$ cat config.mk
export PLATFORM = sky130hd
export DESIGN_NAME = jmp_target_unit
export DESIGN_NICKNAME = d
export VERILOG_FILES = /design/src/rtl/jtu_pkg.sv /design/src/rtl/jtu_calc.sv /design/src/rtl/jtu_fetch.sv /design/src/rtl/jtu_outreg.sv /design/src/rtl/jmp_target_unit.sv
export SDC_FILE = /design/constraint.sdc
export NUM_CORES = 1
export LEC_CHECK = 0
export ABC_AREA = 0
export BUFFER_PORTS_ARGS = -buffer_cell sky130_fd_sc_hd__buf_2
export CORE_ASPECT_RATIO = 0.6
export CORE_MARGIN = 2
export CORE_UTILIZATION = 50
export CTS_BUF_LIST = sky130_fd_sc_hd__clkbuf_8
export DETAILED_ROUTE_END_ITERATION = 8
export PLACE_DENSITY = 0.81
export SLEW_MARGIN = 10
export SYNTH_ARGS = -nofsm -noshare
export SYNTH_HDL_FRONTEND = slang
export SYNTH_SLANG_ARGS = --single-unit
$ cat constraint.sdc
create_clock -name clk -period 4.84 [get_ports clk]
set_input_delay 0.484 -clock clk [delete_from_list [all_inputs] [get_ports clk]]
set_output_delay 0.484 -clock clk [all_outputs]
set_load 0.005 [all_outputs]
$ cat src/rtl/jtu_pkg.sv
package jtu_pkg;

  typedef enum logic [2:0] {
    JK_SHORT    = 3'd0,
    JK_NEAR     = 3'd1,
    JK_NEAR_REG = 3'd2,
    JK_NEAR_MEM = 3'd3,
    JK_FAR_IMM  = 3'd4,
    JK_FAR_MEM  = 3'd5
  } jmp_kind_e;

  typedef enum logic {
    F_IDLE  = 1'b0,
    F_FETCH = 1'b1
  } fetch_st_e;

endpackage

$ cat src/rtl/jtu_calc.sv
module jtu_calc
  import jtu_pkg::*;
#(
  parameter int OFF_W = 16,
  parameter int SEG_W = 16,
  parameter int SHORT_W = 8
) (
  input  logic [2:0]       kind,
  input  logic [SEG_W-1:0] cur_cs,
  input  logic [OFF_W-1:0] cur_ip,
  input  logic [OFF_W-1:0] disp,
  input  logic [OFF_W-1:0] reg_val,
  input  logic [SEG_W-1:0] imm_seg,
  input  logic [OFF_W-1:0] imm_off,
  output logic             imm_hit,
  output logic             mem_hit,
  output logic             mem_far,
  output logic [SEG_W-1:0] imm_cs,
  output logic [OFF_W-1:0] imm_ip
);

  localparam int EXT_W = OFF_W - SHORT_W;

  function automatic logic [OFF_W-1:0] widen_short(input logic [OFF_W-1:0] d);
    return {{EXT_W{d[SHORT_W-1]}}, d[SHORT_W-1:0]};
  endfunction

  function automatic logic [OFF_W-1:0] rel_sum(input logic [OFF_W-1:0] base,
                                               input logic [OFF_W-1:0] delta);
    return base + delta;
  endfunction

  always_comb begin
    imm_hit = 1'b0;
    mem_hit = 1'b0;
    mem_far = 1'b0;
    imm_cs  = cur_cs;
    imm_ip  = cur_ip;
    case (kind)
      JK_SHORT: begin
        imm_hit = 1'b1;
        imm_ip  = rel_sum(cur_ip, widen_short(disp));
      end
      JK_NEAR: begin
        imm_hit = 1'b1;
        imm_ip  = rel_sum(cur_ip, disp);
      end
      JK_NEAR_REG: begin
        imm_hit = 1'b1;
        imm_ip  = reg_val;
      end
      JK_FAR_IMM: begin
        imm_hit = 1'b1;
        imm_cs  = imm_seg;
        imm_ip  = imm_off;
      end
      JK_NEAR_MEM: mem_hit = 1'b1;
      JK_FAR_MEM: begin
        mem_hit = 1'b1;
        mem_far = 1'b1;
      end
      default: ;
    endcase
  end

endmodule

$ cat src/rtl/jtu_fetch.sv
module jtu_fetch
  import jtu_pkg::*;
#(
  parameter int OFF_W = 16,
  parameter int SEG_W = 16,
  parameter int SEG_SHIFT = 4,
  parameter int BYTE_W = 8,
  parameter int PA_W = SEG_W + SEG_SHIFT,
  parameter int NBYTES = (OFF_W + SEG_W) / BYTE_W
) (
  input  logic                     clk,
  input  logic                     rst,
  input  logic                     launch,
  input  logic                     launch_far,
  input  logic [SEG_W-1:0]         launch_seg,
  input  logic [OFF_W-1:0]         launch_off,
  input  logic [SEG_W-1:0]         launch_cs,
  output logic                     mem_req,
  output logic [PA_W-1:0]          mem_addr,
  input  logic                     mem_valid,
  input  logic [BYTE_W-1:0]        mem_rdata,
  output logic                     busy,
  output logic                     byte_take,
  output logic                     fin,
  output logic                     fin_far,
  output logic [SEG_W-1:0]         fin_cs,
  output logic [NBYTES*BYTE_W-1:0] fin_word
);

  localparam int IDX_W     = $clog2(NBYTES);
  localparam int NEAR_LAST = (OFF_W / BYTE_W) - 1;
  localparam int FAR_LAST  = NBYTES - 1;

  fetch_st_e        st_q;
  logic [IDX_W-1:0] idx_q;
  logic             far_q;
  logic [SEG_W-1:0] seg_q;
  logic [OFF_W-1:0] off_q;
  logic [SEG_W-1:0] cs_q;
  logic [IDX_W-1:0] last_idx;
  logic             byte_last;

  function automatic logic [PA_W-1:0] byte_addr(input logic [SEG_W-1:0] seg,
                                                input logic [OFF_W-1:0] off,
                                                input logic [IDX_W-1:0] n);
    logic [OFF_W-1:0] wrapped;
    wrapped = off + OFF_W'(n);
    return {seg, {SEG_SHIFT{1'b0}}} + PA_W'(wrapped);
  endfunction

  assign busy      = (st_q == F_FETCH);
  assign mem_req   = busy;
  assign mem_addr  = byte_addr(seg_q, off_q, idx_q);
  assign last_idx  = far_q ? IDX_W'(FAR_LAST) : IDX_W'(NEAR_LAST);
  assign byte_take = mem_req && mem_valid;
  assign byte_last = (idx_q == last_idx);
  assign fin       = byte_take && byte_last;
  assign fin_far   = far_q;
  assign fin_cs    = cs_q;

  always_ff @(posedge clk) begin
    if (rst) begin
      st_q  <= F_IDLE;
      idx_q <= '0;
      far_q <= 1'b0;
      seg_q <= '0;
      off_q <= '0;
      cs_q  <= '0;
    end else if (st_q == F_IDLE) begin
      if (launch) begin
        st_q  <= F_FETCH;
        idx_q <= '0;
        far_q <= launch_far;
        seg_q <= launch_seg;
        off_q <= launch_off;
        cs_q  <= launch_cs;
      end
    end else if (byte_take) begin
      if (byte_last) begin
        st_q <= F_IDLE;
      end else begin
        idx_q <= idx_q + IDX_W'(1);
      end
    end
  end

  for (genvar g = 0; g < NBYTES; g++) begin : g_lane
    logic [BYTE_W-1:0] lane_q;
    logic              lane_hit;
    assign lane_hit = byte_take && (idx_q == IDX_W'(g));
    always_ff @(posedge clk) begin
      if (rst) begin
        lane_q <= '0;
      end else if (lane_hit) begin
        lane_q <= mem_rdata;
      end
    end
    assign fin_word[g*BYTE_W +: BYTE_W] = lane_hit ? mem_rdata : lane_q;
  end

endmodule

$ cat src/rtl/jtu_outreg.sv
module jtu_outreg #(
  parameter int OFF_W = 16,
  parameter int SEG_W = 16
) (
  input  logic             clk,
  input  logic             rst,
  input  logic             load,
  input  logic [SEG_W-1:0] load_cs,
  input  logic [OFF_W-1:0] load_ip,
  output logic             done,
  output logic [SEG_W-1:0] new_cs,
  output logic [OFF_W-1:0] new_ip
);

  always_ff @(posedge clk) begin
    if (rst) begin
      done   <= 1'b0;
      new_cs <= '0;
      new_ip <= '0;
    end else begin
      done <= load;
      if (load) begin
        new_cs <= load_cs;
        new_ip <= load_ip;
      end
    end
  end

endmodule

$ cat src/rtl/jmp_target_unit.sv
module jmp_target_unit
  import jtu_pkg::*;
#(
  parameter int OFF_W = 16,
  parameter int SEG_W = 16,
  parameter int SEG_SHIFT = 4,
  parameter int BYTE_W = 8
) (
  input  logic                       clk,
  input  logic                       rst,
  input  logic                       start,
  input  logic [2:0]                 kind,
  input  logic [SEG_W-1:0]           cur_cs,
  input  logic [OFF_W-1:0]           cur_ip,
  input  logic [OFF_W-1:0]           disp,
  input  logic [SEG_W-1:0]           imm_seg,
  input  logic [OFF_W-1:0]           imm_off,
  input  logic [OFF_W-1:0]           reg_val,
  input  logic [SEG_W-1:0]           data_seg,
  input  logic [OFF_W-1:0]           data_off,
  output logic                       mem_req,
  output logic [SEG_W+SEG_SHIFT-1:0] mem_addr,
  input  logic                       mem_valid,
  input  logic [BYTE_W-1:0]          mem_rdata,
  output logic                       busy,
  output logic                       done,
  output logic [SEG_W-1:0]           new_cs,
  output logic [OFF_W-1:0]           new_ip
);

  localparam int PA_W   = SEG_W + SEG_SHIFT;
  localparam int NBYTES = (OFF_W + SEG_W) / BYTE_W;

  logic                     imm_hit, mem_hit, mem_far;
  logic [SEG_W-1:0]         imm_cs;
  logic [OFF_W-1:0]         imm_ip;
  logic                     start_taken, imm_fire, launch;
  logic                     byte_take, fetch_fire, fin_far;
  logic [SEG_W-1:0]         fin_cs;
  logic [NBYTES*BYTE_W-1:0] fin_word;
  logic                     load;
  logic [SEG_W-1:0]         load_cs;
  logic [OFF_W-1:0]         load_ip;

  assign start_taken = start && !busy;
  assign imm_fire    = start_taken && imm_hit;
  assign launch      = start_taken && mem_hit;

  jtu_calc #(.OFF_W(OFF_W), .SEG_W(SEG_W), .SHORT_W(BYTE_W)) u_calc (
    .kind    (kind),
    .cur_cs  (cur_cs),
    .cur_ip  (cur_ip),
    .disp    (disp),
    .reg_val (reg_val),
    .imm_seg (imm_seg),
    .imm_off (imm_off),
    .imm_hit (imm_hit),
    .mem_hit (mem_hit),
    .mem_far (mem_far),
    .imm_cs  (imm_cs),
    .imm_ip  (imm_ip)
  );

  jtu_fetch #(
    .OFF_W(OFF_W), .SEG_W(SEG_W), .SEG_SHIFT(SEG_SHIFT),
    .BYTE_W(BYTE_W), .PA_W(PA_W), .NBYTES(NBYTES)
  ) u_fetch (
    .clk        (clk),
    .rst        (rst),
    .launch     (launch),
    .launch_far (mem_far),
    .launch_seg (data_seg),
    .launch_off (data_off),
    .launch_cs  (cur_cs),
    .mem_req    (mem_req),
    .mem_addr   (mem_addr),
    .mem_valid  (mem_valid),
    .mem_rdata  (mem_rdata),
    .busy       (busy),
    .byte_take  (byte_take),
    .fin        (fetch_fire),
    .fin_far    (fin_far),
    .fin_cs     (fin_cs),
    .fin_word   (fin_word)
  );

  always_comb begin
    load    = imm_fire || fetch_fire;
    load_cs = imm_cs;
    load_ip = imm_ip;
    if (fetch_fire) begin
      load_ip = fin_word[OFF_W-1:0];
      load_cs = fin_far ? fin_word[OFF_W +: SEG_W] : fin_cs;
    end
  end

  jtu_outreg #(.OFF_W(OFF_W), .SEG_W(SEG_W)) u_out (
    .clk     (clk),
    .rst     (rst),
    .load    (load),
    .load_cs (load_cs),
    .load_ip (load_ip),
    .done    (done),
    .new_cs  (new_cs),
    .new_ip  (new_ip)
  );

endmodule

### After elaboration in Yosys (flattened, before gate mapping)

Index checks and enable logic that the tools add are counted.

| cells by class | value |
|---|---|
| add/sub/neg operators | 5 |
| bitwise logic cells | 1 |
| reduce and logical (&&, ||, !) cells | 18 |
| multiplexer cells | 21 |
| equal/unequal tests | 11 |

Operator list:

| kind | count |
|---|---|
| 16-bit 2-to-1 mux | 4 |
| 16-bit case mux with 4 select lines | 1 |
| 16-bit adder | 2 |
| 8-bit 2-to-1 mux | 4 |
| 20-bit by 16-bit adder with 20-bit output | 1 |
| 16-bit by 2-bit adder with 16-bit output | 1 |
| 2-bit 2-to-1 mux | 5 |
| 1-bit logical AND | 9 |
| 1-bit 2-to-1 mux | 7 |
| 3-bit by 2-bit == test with 1-bit output, second input constant | 2 |
| 3-bit == test, second input constant | 2 |
| 2-bit == test, second input constant | 2 |
| 4-bit OR reduction | 1 |
| 3-bit by 1-bit == test with 1-bit output, second input constant | 1 |
| 3-bit zero test | 1 |
| 3-bit AND reduction | 1 |
| 2-bit by 1-bit adder with 2-bit output, second input constant | 1 |
| 2-bit by 1-bit == test with 1-bit output, second input constant | 1 |
| 2-bit == test | 1 |
| 2-bit zero test | 1 |
| 2-bit by 1-bit inequality test with 1-bit output, second input constant | 1 |
| 2-bit inequality test, second input constant | 1 |
| 2-bit AND reduction | 1 |
| 2-bit nonzero test | 1 |
| other kinds (4) | 4 |

| word-level totals | value |
|---|---|
| input bits | 143 |
| output and inout bits | 55 |
| register bits after elaboration | 117 |
| word-level logic and storage cells | 69 |

### Depth between registers and ports, before layout

Gate-level depths: netlist of the first run.

| logic depth | value |
|---|---|
| depth after elaboration | 6 |
| gate-level depth with buffers | 15 |
| depth with buffers taken out | 15 |

### Hierarchy

From an unflattened synthesis of the first run, not the netlist that was laid out.

| second synthesis, totals | value |
|---|---|
| cells, all modules | 878 |
| area total of the unflattened synthesis | 7591.0 um^2 |

Modules (own cells, without submodules):

| module | seq. area each (um^2) | area an instance (um^2) | cells an instance | times used |
|---|---|---|---|---|
| jtu_fetch | 1681.6 | 4270.3 | 470 | 1 |
| jtu_calc | 0.0 | 1557.7 | 228 | 1 |
| jtu_outreg | 660.6 | 1202.4 | 106 | 1 |
| jmp_target_unit | 0.0 | 560.5 | 74 | 1 |

### Least setup slack after synthesis of the first run

Ideal clock, no wire load.

| timing | value |
|---|---|
| path kind | reg2out |
| start point | register u_fetch.idx_q[0] |
| end point | output port mem_addr[18] |
| stages on the path, launching flop included | 16 |
| data required time | 4.356 ns |
| data arrival time | 3.219 ns |
| path slack | 1.137 ns |
| buffers on the path | 0 |
| cells stage by stage | dfxtp_1 -> ha_1 -> inv_1 -> fa_1 -> nor2_1 -> xor2_1 -> ha_1 -> inv_1 -> fa_1 -> nor2b_1 -> o31a_1 -> nor2_1 -> o21ai_1 -> a41oi_1 -> a211oi_1 -> xor2_1 |

| between the ends | value |
|---|---|
| cells in the longest elaborated chain, start to end | 2 |

Ends and longest elaborated chain:

| element | line | source |
|---|---|---|
| start: declaration | jtu_fetch.sv:35 | `logic [IDX_W-1:0] idx_q;` |
| start signal: assignment | jtu_fetch.sv:82 | `idx_q <= idx_q + IDX_W'(1);` |
| 16-bit by 2-bit adder with 16-bit output | jtu_fetch.sv:47 | `wrapped = off + OFF_W'(n);` |
| 20-bit by 16-bit adder with 20-bit output | jtu_fetch.sv:48 | `return {seg, {SEG_SHIFT{1'b0}}} + PA_W'(wrapped);` |
| end: declaration | jmp_target_unit.sv:22 | `output logic [SEG_W+SEG_SHIFT-1:0] mem_addr,` |

No other way between the ends.

### Worst setup path after layout of the first run

Ends and elaborated chain as after synthesis.

==> results.cfg, run 1 <==
[routing]
drtPass1Iterations = 5
avgViaCountPerCell = 5.652
ant_nets = 0
wl_microns = 19730
routed-via-count = 6844
initialDrtViolationCount = 482
remaining_drc_errors = 0
wl_per_cell_microns = 16.29

[power_and_ir_drop]
combPwrFrac_pct = 19.0
p_per_area_nw_per_um2 = 280.5
sequentialPowerShare_pct = 45.1
switching_share_pct = 31.54
p_switching_mw = 0.7165
p_int_mw = 1.555
ir_drop_mv = 0.1825
clkPwrFrac_pct = 35.9
p_leak_nw = 3.636

[synthesis]
yosysUniqueCellTypes = 57
netlist_instances = 861
synth-main-ff-cell = dfxtp_1
synth_nets = 1040
synth_edf_count = 0
yosysTopAreaCellShare_pct = 35.01
yosysSeqAreaShare_pct = 35.01
syn_area_per_cell_sq_um = 7.770
synthTopCellsByArea = dfxtp_1, nand2_1, a21oi_1
yosys.area.top_type = dfxtp_1
yosysWarnings = 0
ys_ff_latch = 117
synthArstFlopShare_pct = 0
syn_area_sq_um = 6690

[clocking]
h-tree-depth = 4
insertion_delay_ns = 0.42
cts_buffer_depth = 2
cts_root_buf = clkbuf_8
clkTransAtPathRegs_ns = 0.08
post_cts_buffers = 0
tritoncts = done
cts_sinks = 117
numCtsBuffers = 17
postCtsHoldBufs = 0

[critical_path]
cp_slowest_cell = fa_1
setup.worst_path.end_class = output port
critPathMaxFanout = 9
critPathArrivalTime_ns = 4.02
critical_path_class = flip-flop to output port
cp_cell_sequence = ha_1 -> inv_1 -> fa_1 -> nor2_1 -> xor2_1 -> ha_1 -> inv_1 -> fa_1 -> nor2b_1 -> o31a_1 -> nor2_1 -> o21ai_2 -> a41oi_1 -> a211oi_2 -> xor2_1 -> buf_2
worstSetupStartpointType = flip-flop
required_ns = 4.36
critPathBufInv = 3
critPathTopFamily = adder cells
cp_slowest_stage_delay_ns = 0.49

[sta]
max_freq_ghz = 0.2222
setup_viol = 0
fin_skew_ns = 0.01328
post-route-period-util_pct = 92.97
hold_viol = 0
maxSlewViolCount = 0
worst_pin_slew_ns = 0.9526
fin_tns_setup_ns = 0
maxSlewHeadroom_pct = 36.50
grt_setup_unrepaired = false
setup_ws_ns = 0.3401
period_needed_ns = 4.500

[global_route]
grt_max_degree = 76
antenna_found_initial = 0
grt_pass1_vias = 6272
grt_pass1_wl_microns = 31880
grt.total_usage_pct = 27.60
gr-total-overflow = 0

[floorplanning]
die_area_sq_um = 14350
coreArea_sq_um = 12930
rows = 32
die_y_microns = 93.60
io_pins = 198
die_x_microns = 153.3
start_util_pct = 51.73

[outcome]
outcome = complete, no violations

[cells_and_area]
syn_to_final_growth_pct = 21.04
insertedDiodeCount = 0
finalInstanceArea_sq_um = 8098
drive_gt1_share_pct = 25.36
fin_nets = 1207
fillers = 1222

[job]
cap_violations = 0

[placement]
dp_slack_ns = 0.5694
placed_area_sq_um = 7731
dp_hpwl_microns = 14610
place_congestion = 0.9315
io_buffers = 197

[min_path]
hold_class = input pin to flip-flop
sequential cells by signal (all words and copies together), names as in the netlist:
| signal | count |
|---|---|
| u_fetch.busy | 1 |
| u_fetch.fin_cs | 16 |
| u_fetch.fin_far | 1 |
| u_fetch.g_lane.lane_q | 32 |
| u_fetch.idx_q | 2 |
| u_fetch.off_q | 16 |
| u_fetch.seg_q | 16 |
| u_out.done | 1 |
| u_out.new_cs | 16 |
| u_out.new_ip | 16 |
placed cells by master, fill, tap and decap left out, types with 4 or more instances in the layout:
cell type / Yosys / routed
a21o_1: 8 / 8
a21oi_1: 102 / 101
a31o_2: 8 / 8
a31oi_1: 11 / 11
and3_1: 4 / 4
buf_2: 16 / 196
buf_4: 1 / 11
clkbuf_8: 0 / 17
dfxtp_1: 117 / 116
ha_1: 33 / 33
inv_1: 14 / 14
inv_6: 0 / 7
mux2i_1: 32 / 32
nand2_1: 151 / 151
nand2b_1: 7 / 7
nand3_1: 29 / 29
nor2_1: 89 / 88
nor2b_1: 4 / 4
nor3_1: 5 / 5
o211ai_1: 35 / 35
o21a_1: 7 / 7
o21ai_0: 31 / 31
o21ai_1: 5 / 4
o221ai_1: 6 / 6
o22a_1: 4 / 4
o22ai_1: 21 / 21
xnor2_1: 24 / 24
xor2_1: 15 / 15
metal layers:
metal | share of wire, % | global-route usage, % | routed length, microns
met1 | 51 | 42.51 | 10040
met2 | 40 | 38.58 | 7869
met3 | 7.9 | 5.978 | 1561
met4 | 1.3 | 6.804 | 259
met5 | 0 | 0 | 0
final timing paths:
kind	startpoint	slack, ns	cells past startpoint	end
setup / recovery	u_fetch.idx_q[0]$_SDFFE_PP0P_	0.34	16	mem_addr[18]
hold / removal	data_seg[7]	0.29	3	u_fetch.seg_q[7]$_SDFFE_PP0P_
setup reg to reg	u_fetch.busy$_SDFF_PP0_	2.60	6	u_fetch.fin_cs[5]$_SDFFE_PP0P_
hold reg to reg	u_fetch.fin_cs[1]$_SDFFE_PP0P_	0.46	2	u_fetch.fin_cs[1]$_SDFFE_PP0P_
metrics by stage:
stage	utilization [%]	power [mW]	std cells	hold WS (ns)
finish	62.62	2.272	1211	0.2922
global route	62.62	2.379	1211	0.2783
detailed placement	59.78	1.471	1179	0.4469
CTS	62.52	2.278	1211	0.2725
global placement	59.78	1.463	1179	0.4428
floorplan	-	1.308	861	0.4361
power groups by stage:
stage / Clock [mW] / Sequential, mW / Combinational [mW]
3_3_place_gp: 0 / 1.05 / 0.418
4_1_cts: 0.828 / 1.02 / 0.426
6_report: 0.814 / 1.03 / 0.432
2_1_floorplan: 0 / 1.04 / 0.263
3_5_place_dp: 0 / 1.05 / 0.425
5_1_grt: 0.873 / 1.03 / 0.477
cell usage after synthesis, types with 21 or more instances:
cell      instances
nand2_1         151
o21ai_0          31
mux2i_1          32
nand3_1          29
o211ai_1         35
a21oi_1         102
xnor2_1          24
ha_1             33
nor2_1           89
dfxtp_1         117
clkbuf_1         35
o22ai_1          21
tightest hold or removal path, cell delays in order:
cell and delay, ns:
buf_2 0.09, nand2_1 0.04, a21oi_1 0.05
logic make-up (layout without fill, tap and decap cells):
family,Yosys count,after routing,synth area share (%)
AND/OR/NAND/NOR,302,302,18.83
AO/OA/AOI/OAI,262,262,24.72
flip-flops,117,117,35.01
buffers and inverters,73,253,4.470
XOR/XNOR,39,39,5.106
adder cells (fa/ha/maj),36,36,7.069
multiplexers,32,32,4.788
timing repair:
| item | 4_1_cts | 5_1_grt |
|---|---|---|
| resized for setup | 0 | 3 |
| setup endpoints to repair | 0 | 3 |
| endpoints found under the hold margin | 0 | 0 |
area by class of cell:
class / count / area (sq um) / area share [%]
clock inverter: 15 / 120.1 / 1.483
tap: 170 / 212.7 / 2.627
timing repair buffer: 207 / 1064 / 13.13
multi-input combinational: 671 / 4071 / 50.28
clock buffer: 17 / 234.0 / 2.889
sequential: 117 / 2344 / 28.94
inverter: 14 / 52.55 / 0.6489
No activity file was read; power rests on OpenSTA's default activity.
==> inputs of run 2 (changes only) <==
Settings changed: CORE_UTILIZATION 50 to 40, PLACE_DENSITY 0.81 to default.
==> results.cfg, run 2 (synthesis gave the netlist of run 1 again) <==
[global_route]
antenna_found_initial = 0
grt_pass1_wl_microns = 31460
grt_max_degree = 79
gr-total-overflow = 0
grt.total_usage_pct = 22.08
grt_pass1_vias = 5966

[power_and_ir_drop]
power_mw = 2.424
p_per_area_nw_per_um2 = 294.4
ir_drop_mv = 0.1354
p_leak_nw = 3.657

[critical_path]
critPathArrivalTime_ns = 3.98
critPathMaxFanout = 9
r2r_slack_ns = 2.32
required_ns = 4.36
worst_r2r_startpoint = u_fetch.busy$_SDFF_PP0_
worstSetupStartpointType = flip-flop
setup.worst_path.end_class = output port
r2r_cells = 5
critical_path_class = flip-flop to output port
r2r-end = u_out.new_ip[7]$_SDFFE_PP0P_

[clocking]
cts_root_buf = clkbuf_8
numCtsBuffers = 17
insertion_delay_ns = 0.42
cts_buffer_depth = 2
clkTransAtPathRegs_ns = 0.08
tritoncts = done
h-tree-depth = 4
postCtsHoldBufs = 0
cts_sinks = 117

[floorplanning]
coreArea_sq_um = 16310
die_y_microns = 104.2
io_pins = 198
rows = 36
start_util_pct = 41.03
die_area_sq_um = 17810
die_x_microns = 171.0

[sta]
post-route-period-util_pct = 92.16
grt_setup_unrepaired = false
worst_pin_slew_ns = 1.055
period_needed_ns = 4.461
max_freq_ghz = 0.2242
whs_ns = 0.2951
setup_viol = 0
fin_skew_ns = 0.02053
hold_viol = 0
fin_tns_setup_ns = 0
maxSlewViolCount = 0
maxSlewHeadroom_pct = 29.66

[min_path]
holdPathEnd = u_fetch.seg_q[15]$_SDFFE_PP0P_
holdPathStages = 3
hold_class = input pin to flip-flop
hp-start = data_seg[15]

[routing]
drtPass1Iterations = 5
ant_nets = 0
remaining_drc_errors = 0
avgViaCountPerCell = 5.178
routed-via-count = 6561
wl_microns = 19850
wl_per_cell_microns = 15.67
initialDrtViolationCount = 438

[outcome]
outcome = complete, no violations

[cells_and_area]
syn_to_final_growth_pct = 23.06
top_register = u_fetch.g_lane.lane_q
largest_reg_flops = 32
layout_commonest_cell = buf_2
drive_gt1_share_pct = 25.31
insertedDiodeCount = 0
finish.utilization_pct = 50.49
fin_nets = 1205
final_cell_mix = buf_2, nand2_1, dfxtp_1

[placement]
place_congestion = 0.8322
io_buffers = 197
dp_hpwl_microns = 14490

[job]
cap_violations = 0
## run 2: final cells by class
class | count | area, sq um
Timing Repair Buffer | 205 | 1049
Tap cell | 228 | 285.3
Inverter | 14 | 52.55
Clock inverter | 15 | 191.4
Multi-Input combinational cell | 671 | 4078
Clock buffer | 17 | 234.0
Sequential cell | 117 | 2344
Fill cell | 1700 | 8073
## run 2: per-layer routing
layer / up-vias / global-route usage, % / wire [microns] / part of all wire [%]
met5: - / 0 / 0 / 0
met3: 16 / 3.387 / 1032 / 5.2
met2: 170 / 30.99 / 8095 / 41
met4: 0 / 4.600 / 149 / 0.75
met1: 2999 / 34.99 / 10580 / 53
li1: 3376 / - / - / -
## run 2: worst max path at each step
stage / slack, ns / cells after the start / end / start
2_1_floorplan: 1.14 / 15 / mem_addr[18] / u_fetch.idx_q[0]$_SDFFE_PP0P_
3_3_place_gp: 0.58 / 16 / mem_addr[18] / u_fetch.idx_q[0]$_SDFFE_PP0P_
3_5_place_dp: 0.57 / 16 / mem_addr[18] / u_fetch.idx_q[0]$_SDFFE_PP0P_
4_1_cts: 0.08 / 16 / mem_addr[18] / u_fetch.idx_q[0]$_SDFFE_PP0P_
5_1_grt: 0.02 / 16 / mem_addr[18] / u_fetch.idx_q[0]$_SDFFE_PP0P_
6_report: 0.38 / 16 / mem_addr[18] / u_fetch.idx_q[0]$_SDFFE_PP0P_
## run 2: timing repair
action                     CTS  global route
setup buffers                0             0
setup endpoints to repair    0             3
gates resized for setup      0             4
## run 2: power breakdown
group	internal [mW]	switching [mW]	total (mW)	leakage (nW)
sequential	1.00	0.0242	1.03	0.952
clock	0.524	0.451	0.974	0.210
combinational	0.186	0.238	0.424	2.49
## run 2: stage by stage
stage,instances,setup WS (ns),cell area [sq um]
2_1_floorplan,861,1.137,6690
3_3_place_gp,1235,0.5793,7790
3_5_place_dp,1235,0.5726,7790
4_1_cts,1267,0.07950,8215
5_1_grt,1267,0.02246,8233
6_report,1267,0.3793,8233
## run 2: worst max-delay path, stage by stage (launching register included)
cell and delay, ns:
dfxtp_2 0.41, ha_1 0.19, inv_1 0.06, fa_1 0.50, nor2_1 0.15, xor2_1 0.17
ha_1 0.21, inv_1 0.07, fa_1 0.43, nor2b_1 0.18, o31a_1 0.16, nor2_1 0.07
o21ai_2 0.18, a41oi_2 0.19, a211oi_2 0.27, xor2_1 0.18, buf_2 0.13
